===== src/rtl/sbin_pkg.sv =====
package sbin_pkg;
  localparam int SZ_W = 2;
  localparam int CELL_SHIFT = 3;

  typedef enum logic [1:0] {
    WK_IDLE,
    WK_FETCH,
    WK_LATCH,
    WK_SCAN
  } wk_state_e;
endpackage


===== src/rtl/sbin_line_ram.sv =====
module sbin_line_ram #(
  parameter int AW = 8,
  parameter int DW = 4
) (
  input  logic          clk,
  input  logic          we,
  input  logic [AW-1:0] waddr,
  input  logic [DW-1:0] wdata,
  input  logic [AW-1:0] raddr,
  output logic [DW-1:0] rdata
);
  localparam int DEPTH = 1 << AW;

  logic [DW-1:0] mem [DEPTH];

  always_ff @(posedge clk) begin
    if (we) mem[waddr] <= wdata;
    rdata <= mem[raddr];
  end
endmodule


===== src/rtl/sbin_count_bank.sv =====
module sbin_count_bank #(
  parameter int NLINES = 64,
  parameter int CAP    = 4,
  parameter int LINE_W = 6,
  parameter int SLOT_W = 2,
  parameter int CNT_W  = 3
) (
  input  logic              clk,
  input  logic              rst,
  input  logic              clr,
  input  logic              hit,
  input  logic [LINE_W-1:0] hit_line,
  output logic [SLOT_W-1:0] slot,
  output logic              full,
  input  logic [LINE_W-1:0] q_line,
  output logic [CNT_W-1:0]  q_cnt,
  output logic              q_ovf
);
  logic [CNT_W-1:0]  cnt_q [NLINES];
  logic [NLINES-1:0] ovf_q;
  logic [CNT_W-1:0]  cur;

  assign cur  = cnt_q[hit_line];
  assign full = (cur == CNT_W'(CAP));
  assign slot = cur[SLOT_W-1:0];

  always_ff @(posedge clk) begin
    if (rst || clr) begin
      for (int i = 0; i < NLINES; i++) cnt_q[i] <= '0;
      ovf_q <= '0;
    end else if (hit) begin
      if (full) ovf_q[hit_line] <= 1'b1;
      else      cnt_q[hit_line] <= cur + 1'b1;
    end
  end

  always_ff @(posedge clk) begin
    if (rst) begin
      q_cnt <= '0;
      q_ovf <= 1'b0;
    end else begin
      q_cnt <= cnt_q[q_line];
      q_ovf <= ovf_q[q_line];
    end
  end

  AST_CLEAR_FLAGS: assert property (@(posedge clk) disable iff (rst)
    clr |=> (ovf_q == '0));
  AST_FULL_MARKS: assert property (@(posedge clk) disable iff (rst)
    (hit && full) |=> ovf_q[$past(hit_line)]);
  AST_APPEND_STEP: assert property (@(posedge clk) disable iff (rst)
    (hit && !full) |=> (cnt_q[$past(hit_line)] == $past(cur) + 1'b1));
endmodule


===== src/rtl/sbin_walker.sv =====
module sbin_walker
  import sbin_pkg::*;
#(
  parameter int Y_W       = 9,
  parameter int LINK_W    = 4,
  parameter int MAX_VISIT = 16,
  parameter int NLINES    = 64,
  parameter int LINE_W    = 6,
  parameter int SCR_W     = 4,
  parameter int IDX_W     = 4,
  parameter int DATA_W    = 15
) (
  input  logic              clk,
  input  logic              rst,
  input  logic              start,
  input  logic [SCR_W-1:0]  scr_cells,
  output logic              rd_en,
  output logic [LINK_W-1:0] rd_addr,
  input  logic [DATA_W-1:0] rd_data,
  output logic              clr,
  output logic              hit,
  output logic [LINE_W-1:0] hit_line,
  output logic [IDX_W-1:0]  hit_idx,
  output logic              done
);
  localparam int SUM_W = Y_W + 1;
  localparam int LEN_W = SZ_W + CELL_SHIFT + 1;
  localparam int VIS_W = IDX_W + 1;

  wk_state_e         state_q;
  logic [Y_W-1:0]    y_q;
  logic [LEN_W-1:0]  len_q;
  logic [LEN_W-1:0]  off_q;
  logic [LINK_W-1:0] link_q;
  logic [VIS_W-1:0]  vis_q;

  logic [LINK_W-1:0] f_link;
  logic [SZ_W-1:0]   f_size;
  logic [Y_W-1:0]    f_ypos;
  logic [SUM_W-1:0]  cur_line;
  logic [SUM_W-1:0]  scr_lim;
  logic              on_screen;
  logic              last_line;
  logic              stop_walk;

  assign f_link = rd_data[LINK_W-1:0];
  assign f_size = rd_data[LINK_W +: SZ_W];
  assign f_ypos = rd_data[LINK_W+SZ_W +: Y_W];

  assign cur_line  = {y_q[Y_W-1], y_q} + SUM_W'(off_q);
  assign scr_lim   = SUM_W'(scr_cells) << CELL_SHIFT;
  assign on_screen = !cur_line[SUM_W-1] && (cur_line < scr_lim)
                     && (cur_line < SUM_W'(NLINES));
  assign last_line = (off_q == len_q - 1'b1);
  assign stop_walk = (link_q == '0) || (vis_q == VIS_W'(MAX_VISIT - 1));

  assign clr      = (state_q == WK_IDLE) && start;
  assign hit      = (state_q == WK_SCAN) && on_screen;
  assign hit_line = cur_line[LINE_W-1:0];
  assign hit_idx  = vis_q[IDX_W-1:0];

  always_ff @(posedge clk) begin
    if (rst) begin
      state_q <= WK_IDLE;
      rd_en   <= 1'b0;
      rd_addr <= '0;
      y_q     <= '0;
      len_q   <= '0;
      off_q   <= '0;
      link_q  <= '0;
      vis_q   <= '0;
      done    <= 1'b0;
    end else begin
      case (state_q)
        WK_IDLE: begin
          if (start) begin
            state_q <= WK_FETCH;
            rd_en   <= 1'b1;
            rd_addr <= '0;
            vis_q   <= '0;
            done    <= 1'b0;
          end
        end
        WK_FETCH: begin
          rd_en   <= 1'b0;
          state_q <= WK_LATCH;
        end
        WK_LATCH: begin
          y_q     <= f_ypos;
          len_q   <= (LEN_W'(f_size) + 1'b1) << CELL_SHIFT;
          link_q  <= f_link;
          off_q   <= '0;
          state_q <= WK_SCAN;
        end
        WK_SCAN: begin
          if (last_line) begin
            vis_q <= vis_q + 1'b1;
            if (stop_walk) begin
              state_q <= WK_IDLE;
              done    <= 1'b1;
            end else begin
              state_q <= WK_FETCH;
              rd_en   <= 1'b1;
              rd_addr <= link_q;
            end
          end else begin
            off_q <= off_q + 1'b1;
          end
        end
        default: state_q <= WK_IDLE;
      endcase
    end
  end

  AST_FIRST_ENTRY: assert property (@(posedge clk) disable iff (rst)
    (state_q == WK_FETCH && $past(state_q) == WK_IDLE) |-> (rd_addr == '0));
  AST_CHASE_LINK: assert property (@(posedge clk) disable iff (rst)
    (state_q == WK_FETCH && $past(state_q) == WK_SCAN) |-> (rd_addr == $past(link_q)));
  AST_VISIT_BOUND: assert property (@(posedge clk) disable iff (rst)
    vis_q <= VIS_W'(MAX_VISIT));
  AST_STROBE_PULSE: assert property (@(posedge clk) disable iff (rst)
    rd_en |=> !rd_en);
endmodule


===== src/rtl/sprite_line_binner.sv =====
module sprite_line_binner
  import sbin_pkg::*;
#(
  parameter int TBL_DEPTH = 16,
  parameter int Y_W       = 9,
  parameter int MAX_CELLS = 8,
  parameter int LINE_CAP  = 4,
  parameter int MAX_VISIT = 16,
  localparam int LINK_W   = $clog2(TBL_DEPTH),
  localparam int NLINES   = MAX_CELLS << CELL_SHIFT,
  localparam int LINE_W   = $clog2(NLINES),
  localparam int SCR_W    = $clog2(MAX_CELLS + 1),
  localparam int SLOT_W   = $clog2(LINE_CAP),
  localparam int CNT_W    = $clog2(LINE_CAP + 1),
  localparam int IDX_W    = $clog2(MAX_VISIT),
  localparam int DATA_W   = Y_W + SZ_W + LINK_W
) (
  input  logic              clk,
  input  logic              rst,
  input  logic              start,
  input  logic [SCR_W-1:0]  scr_cells,
  output logic              rd_en,
  output logic [LINK_W-1:0] rd_addr,
  input  logic [DATA_W-1:0] rd_data,
  input  logic [LINE_W-1:0] q_line,
  input  logic [SLOT_W-1:0] q_slot,
  output logic [IDX_W-1:0]  q_index,
  output logic [CNT_W-1:0]  q_count,
  output logic              q_ovf,
  output logic              done
);
  logic              clr;
  logic              hit;
  logic [LINE_W-1:0] hit_line;
  logic [IDX_W-1:0]  hit_idx;
  logic [SLOT_W-1:0] slot;
  logic              full;
  logic              ram_we;

  assign ram_we = hit && !full;

  sbin_walker #(
    .Y_W(Y_W), .LINK_W(LINK_W), .MAX_VISIT(MAX_VISIT), .NLINES(NLINES),
    .LINE_W(LINE_W), .SCR_W(SCR_W), .IDX_W(IDX_W), .DATA_W(DATA_W)
  ) u_walk (
    .clk(clk), .rst(rst), .start(start), .scr_cells(scr_cells),
    .rd_en(rd_en), .rd_addr(rd_addr), .rd_data(rd_data),
    .clr(clr), .hit(hit), .hit_line(hit_line), .hit_idx(hit_idx),
    .done(done)
  );

  sbin_count_bank #(
    .NLINES(NLINES), .CAP(LINE_CAP), .LINE_W(LINE_W),
    .SLOT_W(SLOT_W), .CNT_W(CNT_W)
  ) u_cnt (
    .clk(clk), .rst(rst), .clr(clr), .hit(hit), .hit_line(hit_line),
    .slot(slot), .full(full), .q_line(q_line), .q_cnt(q_count),
    .q_ovf(q_ovf)
  );

  sbin_line_ram #(
    .AW(LINE_W + SLOT_W), .DW(IDX_W)
  ) u_ram (
    .clk(clk), .we(ram_we), .waddr({hit_line, slot}), .wdata(hit_idx),
    .raddr({q_line, q_slot}), .rdata(q_index)
  );

  AST_WRITE_VISIBLE: assert property (@(posedge clk) disable iff (rst)
    ram_we |-> (int'(hit_line) < (int'(scr_cells) << CELL_SHIFT)));
  AST_DONE_QUIET: assert property (@(posedge clk) disable iff (rst)
    done |-> !rd_en);
endmodule


===== config.mk =====
export PLATFORM = sky130hd
export DESIGN_NAME = sprite_line_binner
export DESIGN_NICKNAME = d
export VERILOG_FILES = /design/src/rtl/sbin_pkg.sv /design/src/rtl/sbin_line_ram.sv /design/src/rtl/sbin_count_bank.sv /design/src/rtl/sbin_walker.sv /design/src/rtl/sprite_line_binner.sv
export SDC_FILE = /design/constraint.sdc
export NUM_CORES = 2
export LEC_CHECK = 0
export BUFFER_PORTS_ARGS = -buffer_cell sky130_fd_sc_hd__buf_2
export CAP_MARGIN = 0
export CORE_MARGIN = 4
export CORE_UTILIZATION = 45
export CTS_BUF_LIST = sky130_fd_sc_hd__clkbuf_8
export DETAILED_ROUTE_END_ITERATION = 7
export GPL_TIMING_DRIVEN = 0
export SKIP_CTS_REPAIR_TIMING = 1
export SLEW_MARGIN = 10
export SYNTH_ARGS = -nofsm -noshare
export SYNTH_HDL_FRONTEND = slang
export SYNTH_SLANG_ARGS = --single-unit

===== constraint.sdc =====
create_clock -name clk -period 6.2 [get_ports clk]
set_input_delay 0 -clock clk [delete_from_list [all_inputs] [get_ports clk]]
set_output_delay 0 -clock clk [all_outputs]
set_load 0.01 [all_outputs]

==> load_flow_metrics.sql <==
INSERT INTO impl_metrics (metric_group, metric, value, unit) VALUES
('final_layout', 'share_of_post_route_cells_with_drive_strength_above_1', '32.84', '%'),
('logic_synthesis', 'synth.lib_cells_used.distinct', '66', ''),
('logic_synthesis', 'muxShareOfSynthArea', '15.54', '%'),
('final_layout', 'final_common_cell', 'sky130_fd_sc_hd__edfxtp_1', ''),
('sta', 'slew_violations', '33', ''),
('sta', 'max_freq', '163.4', 'MHz'),
('cts', 'clock_sink_count', '1323', ''),
('drt', 'drc_errors', '0', ''),
('sta', 'timing_hold_violations_final', '0', ''),
('sta', 'tightest_slew', '1620', 'ps'),
('drt', 'totalWireLength', '186.0', 'mm'),
('placed_design', 'cell_count_after_placement', '5059', ''),
('drt', 'postRouteAntennaNets', '0', ''),
('sta', 'layout_worst_path_cycle_share', '98.72', '%'),
('final_layout', 'stdcell_count', '5503', ''),
('die', 'core', '129500', 'um^2'),
('final_layout', 'mostFrequentLayoutCells', 'sky130_fd_sc_hd__edfxtp_1, sky130_fd_sc_hd__mux4_2, sky130_fd_sc_hd__clkbuf_8', ''),
('critical_path', 'critical_path.reg2reg.startpoint', 'u_walk.off_q[0]', ''),
('critical_path', 'cp_cell_sequence', 'ha_1 > inv_1 > fa_1 > clkbuf_4 > buf_4 > buf_2 > clkbuf_2 > mux4_2 > mux2i_1 > o21ai_0 > mux2i_1 > o221a_2 > ha_1 > o21a_1 > buf_2 > buf_6 > buf_4 > nor4_2', ''),
('die', 'fp.dieW', '369.2', 'um'),
('drt', 'detail_route.iter0.violations', '4572', ''),
('logic_synthesis', 'synth_top_family_by_area', 'multiplexers', ''),
('status', 'outcome', 'complete, but fails checks', ''),
('global_routing', 'grt_max_degree', '89', ''),
('flow_run', 'drv.max_cap_violation_count', '3', ''),
('placed_design', 'place_hpwl', '130.6', 'mm'),
('global_routing', 'wire_length_of_the_first_global_routing_pass', '260.2', 'mm'),
('worst_hold_path', 'hold_path.startpoint', 'rst', ''),
('logic_synthesis', 'synthAdderAreaFrac', '0.5031', '%'),
('sta', 'setup_skew', '54.98', 'ps'),
('power', 'total_leakage_power', '22.26', 'nW'),
('logic_synthesis', 'dominantRegCellSynth', 'sky130_fd_sc_hd__edfxtp_1', ''),
('power', 'peakVddDrop', '0.2252', 'mV'),
('final_layout', 'final_net_count', '3632', ''),
('global_routing', 'number_of_antenna_violations_at_the_first_check_in_global_routing', '9', ''),
('critical_path', 'max_stage_delay', '960', 'ps'),
('cts', 'cts_inserted_buffers', '210', ''),
('die', 'floorplan.rows', '132', ''),
('sta', 'slew_headroom', '-8.008', '%'),
('cts', 'htree_num_levels', '4', ''),
('die', 'floorplan.die_area', '136300', 'um^2'),
('global_routing', 'groute.usage.overall', '27.08', '%'),
('sta', 'final-setup-viol-count', '0', ''),
('critical_path', 'timing.critical_path.slowest_stage_cell', 'sky130_fd_sc_hd__nor4_2', ''),
('worst_hold_path', 'hp-class', 'input pin to flip-flop', ''),
('logic_synthesis', 'number_of_synthesis_warnings', '0', ''),
('logic_synthesis', 'synth_area_per_cell', '17.98', 'um^2'),
('cts', 'buffer_depth_of_the_longest_clock_path', '3', ''),
('die', 'die_y', '369.2', 'um'),
('sta', 'fin_crit', '6121', 'ps'),
('logic_synthesis', 'edff_count_synth', '1216', ''),
('final_layout', 'syn2layout_area_growth', '13.84', '%'),
('global_routing', 'grt_remaining_overflow', '0', ''),
('drt', 'avgViaCountPerCell', '6.426', ''),
('critical_path', 'crit_type', 'flip-flop to flip-flop', ''),
('placed_design', 'io_buffer_count', '38', ''),
('logic_synthesis', 'synthArstFlopShare', '0', '%'),
('cts', 'tritoncts', 'yes', ''),
('status', 'violations', 'max-capacitance violations, max-slew violations', ''),
('die', 'initial_core_util', '45.33', '%'),
('die', 'top_level_ports', '44', ''),
('placed_design', 'routability_driven_placement_congestion_ratio', '0.9527', ''),
('drt', 'drt-pass1-iter-count', '6', ''),
('logic_synthesis', 'compound_cell_area_share_of_the_yosys_netlist', '5.971', '%'),
('logic_synthesis', 'synth_cells', '3265', ''),
('drt', 'wl_per_cell', '33.80', 'um'),
('logic_synthesis', 'synth-xor-area-share', '0.2174', '%'),
('logic_synthesis', 'postSynthNetCount', '3318', ''),
('sta', 'hold_slack', '26.66', 'ps'),
('final_layout', 'fin_util', '51.60', '%'),
('drt', 'detailroute.via_count', '35360', '');
[path summary, 6_finish.rpt]
path	to	depth (start not counted)	slack, ps
setup / recovery	u_ram.mem[87][1]	18	80
setup reg to reg	u_ram.mem[87][1]	18	80
hold / removal	u_walk.state_q[0]	3	30
hold reg to reg	u_cnt.ovf_q[46]	2	450
[cell type report]
cell class / instances / area, um^2
timing repair buffer: 104 / 1020
clock buffer: 225 / 3097
buffer: 309 / 1565
sequential: 1323 / 38670
antenna: 7 / 17.52
clock inverter: 162 / 987.2
inverter: 23 / 86.33
multi-input combinational: 1608 / 19190
fill: 10580 / 62670
tap: 1742 / 2180
[registers in the layout, summed over array words and instances, names as in the netlist]
register / cells
u_ram.mem: 1024
u_cnt.cnt_q: 192
u_cnt.ovf_q: 64
u_walk.y_q: 9
u_walk.off_q: 6
u_walk.vis_q: 5
u_ram.rdata: 4
u_walk.link_q: 4
u_walk.rd_addr: 4
u_cnt.q_cnt: 3
u_walk.len_q: 3
u_walk.state_q: 2
u_cnt.q_ovf: 1
u_walk.done: 1
u_walk.rd_en: 1
[power breakdown]
part	internal, W	switching [W]	total [W]
Combinational	0.00129	0.00349	0.00478
Clock	0.00374	0.00360	0.00735
Sequential	0.00993	0.000135	0.0101
Total	0.0150	0.00723	0.0222
[worst max-delay path, delay by kind of cell, from the launching register on]
family | cells | cell delay [ps]
flops | 1 | 420
buf+inv | 8 | 2170
compound gates | 3 | 690
simple gates | 1 | 960
mux | 3 | 520
fa+ha+maj | 3 | 940
[cell usage after synthesis, drive strengths merged, types with 10 or more instances]
cell type     n  area, um^2
a211oi       68       810.8
a21oi        68       344.1
a221oi       13       113.9
a22o         13       113.9
a22oi       110       825.8
buf         164       965.9
clkbuf      147       551.8
dfxtp       107        2142
edfxtp     1216       36520
ha           22       275.3
inv          23       86.33
mux2i        34       340.3
mux4        390        8783
nand2       158       613.1
nand3        10       50.05
nor2        124       465.5
nor3        100       500.5
nor4        145        1708
nor4b       128        1772
o21ai        13       65.06
o31ai       129       968.4
[cells by family (layout without fill, tap and decap cells)]
kind of cell / Yosys count / after routing
AOI/OAI and AO/OA: 443 / 443
xor gates and xnor gates: 12 / 12
adders and majority gates: 23 / 23
buffers and inverters: 334 / 823
DFF: 1323 / 1323
muxes: 424 / 424
other: 0 / 7
and+or+nand+nor: 706 / 706
[routing by layer]
metal / vias up / part of all wire [%] / global-route usage [%]
met5: - / 0 / 0
met4: 0 / 3.9 / 9.995
met3: 363 / 11 / 7.422
met2: 2066 / 46 / 41.29
met1: 18590 / 40 / 37.51
li1: 14340 / - / -
[stage by stage]
| step | cell area, um^2 | setup TNS, ps | setup slack, ps | power [W] |
|---|---|---|---|---|
| 2_1_floorplan | 58690 | 0 | 1323 | 0.01290 |
| 3_3_place_gp | 61060 | -2770890 | -2216 | 0.01461 |
| 3_5_place_dp | 61420 | -872930 | -1610 | 0.01463 |
| 4_1_cts | 65510 | -916070 | -1660 | 0.02188 |
| 5_1_grt | 66800 | -394.4 | -20.33 | 0.02281 |
| 6_report | 66820 | 0 | 79.19 | 0.02220 |
Power figures use the tool's default switching activity.
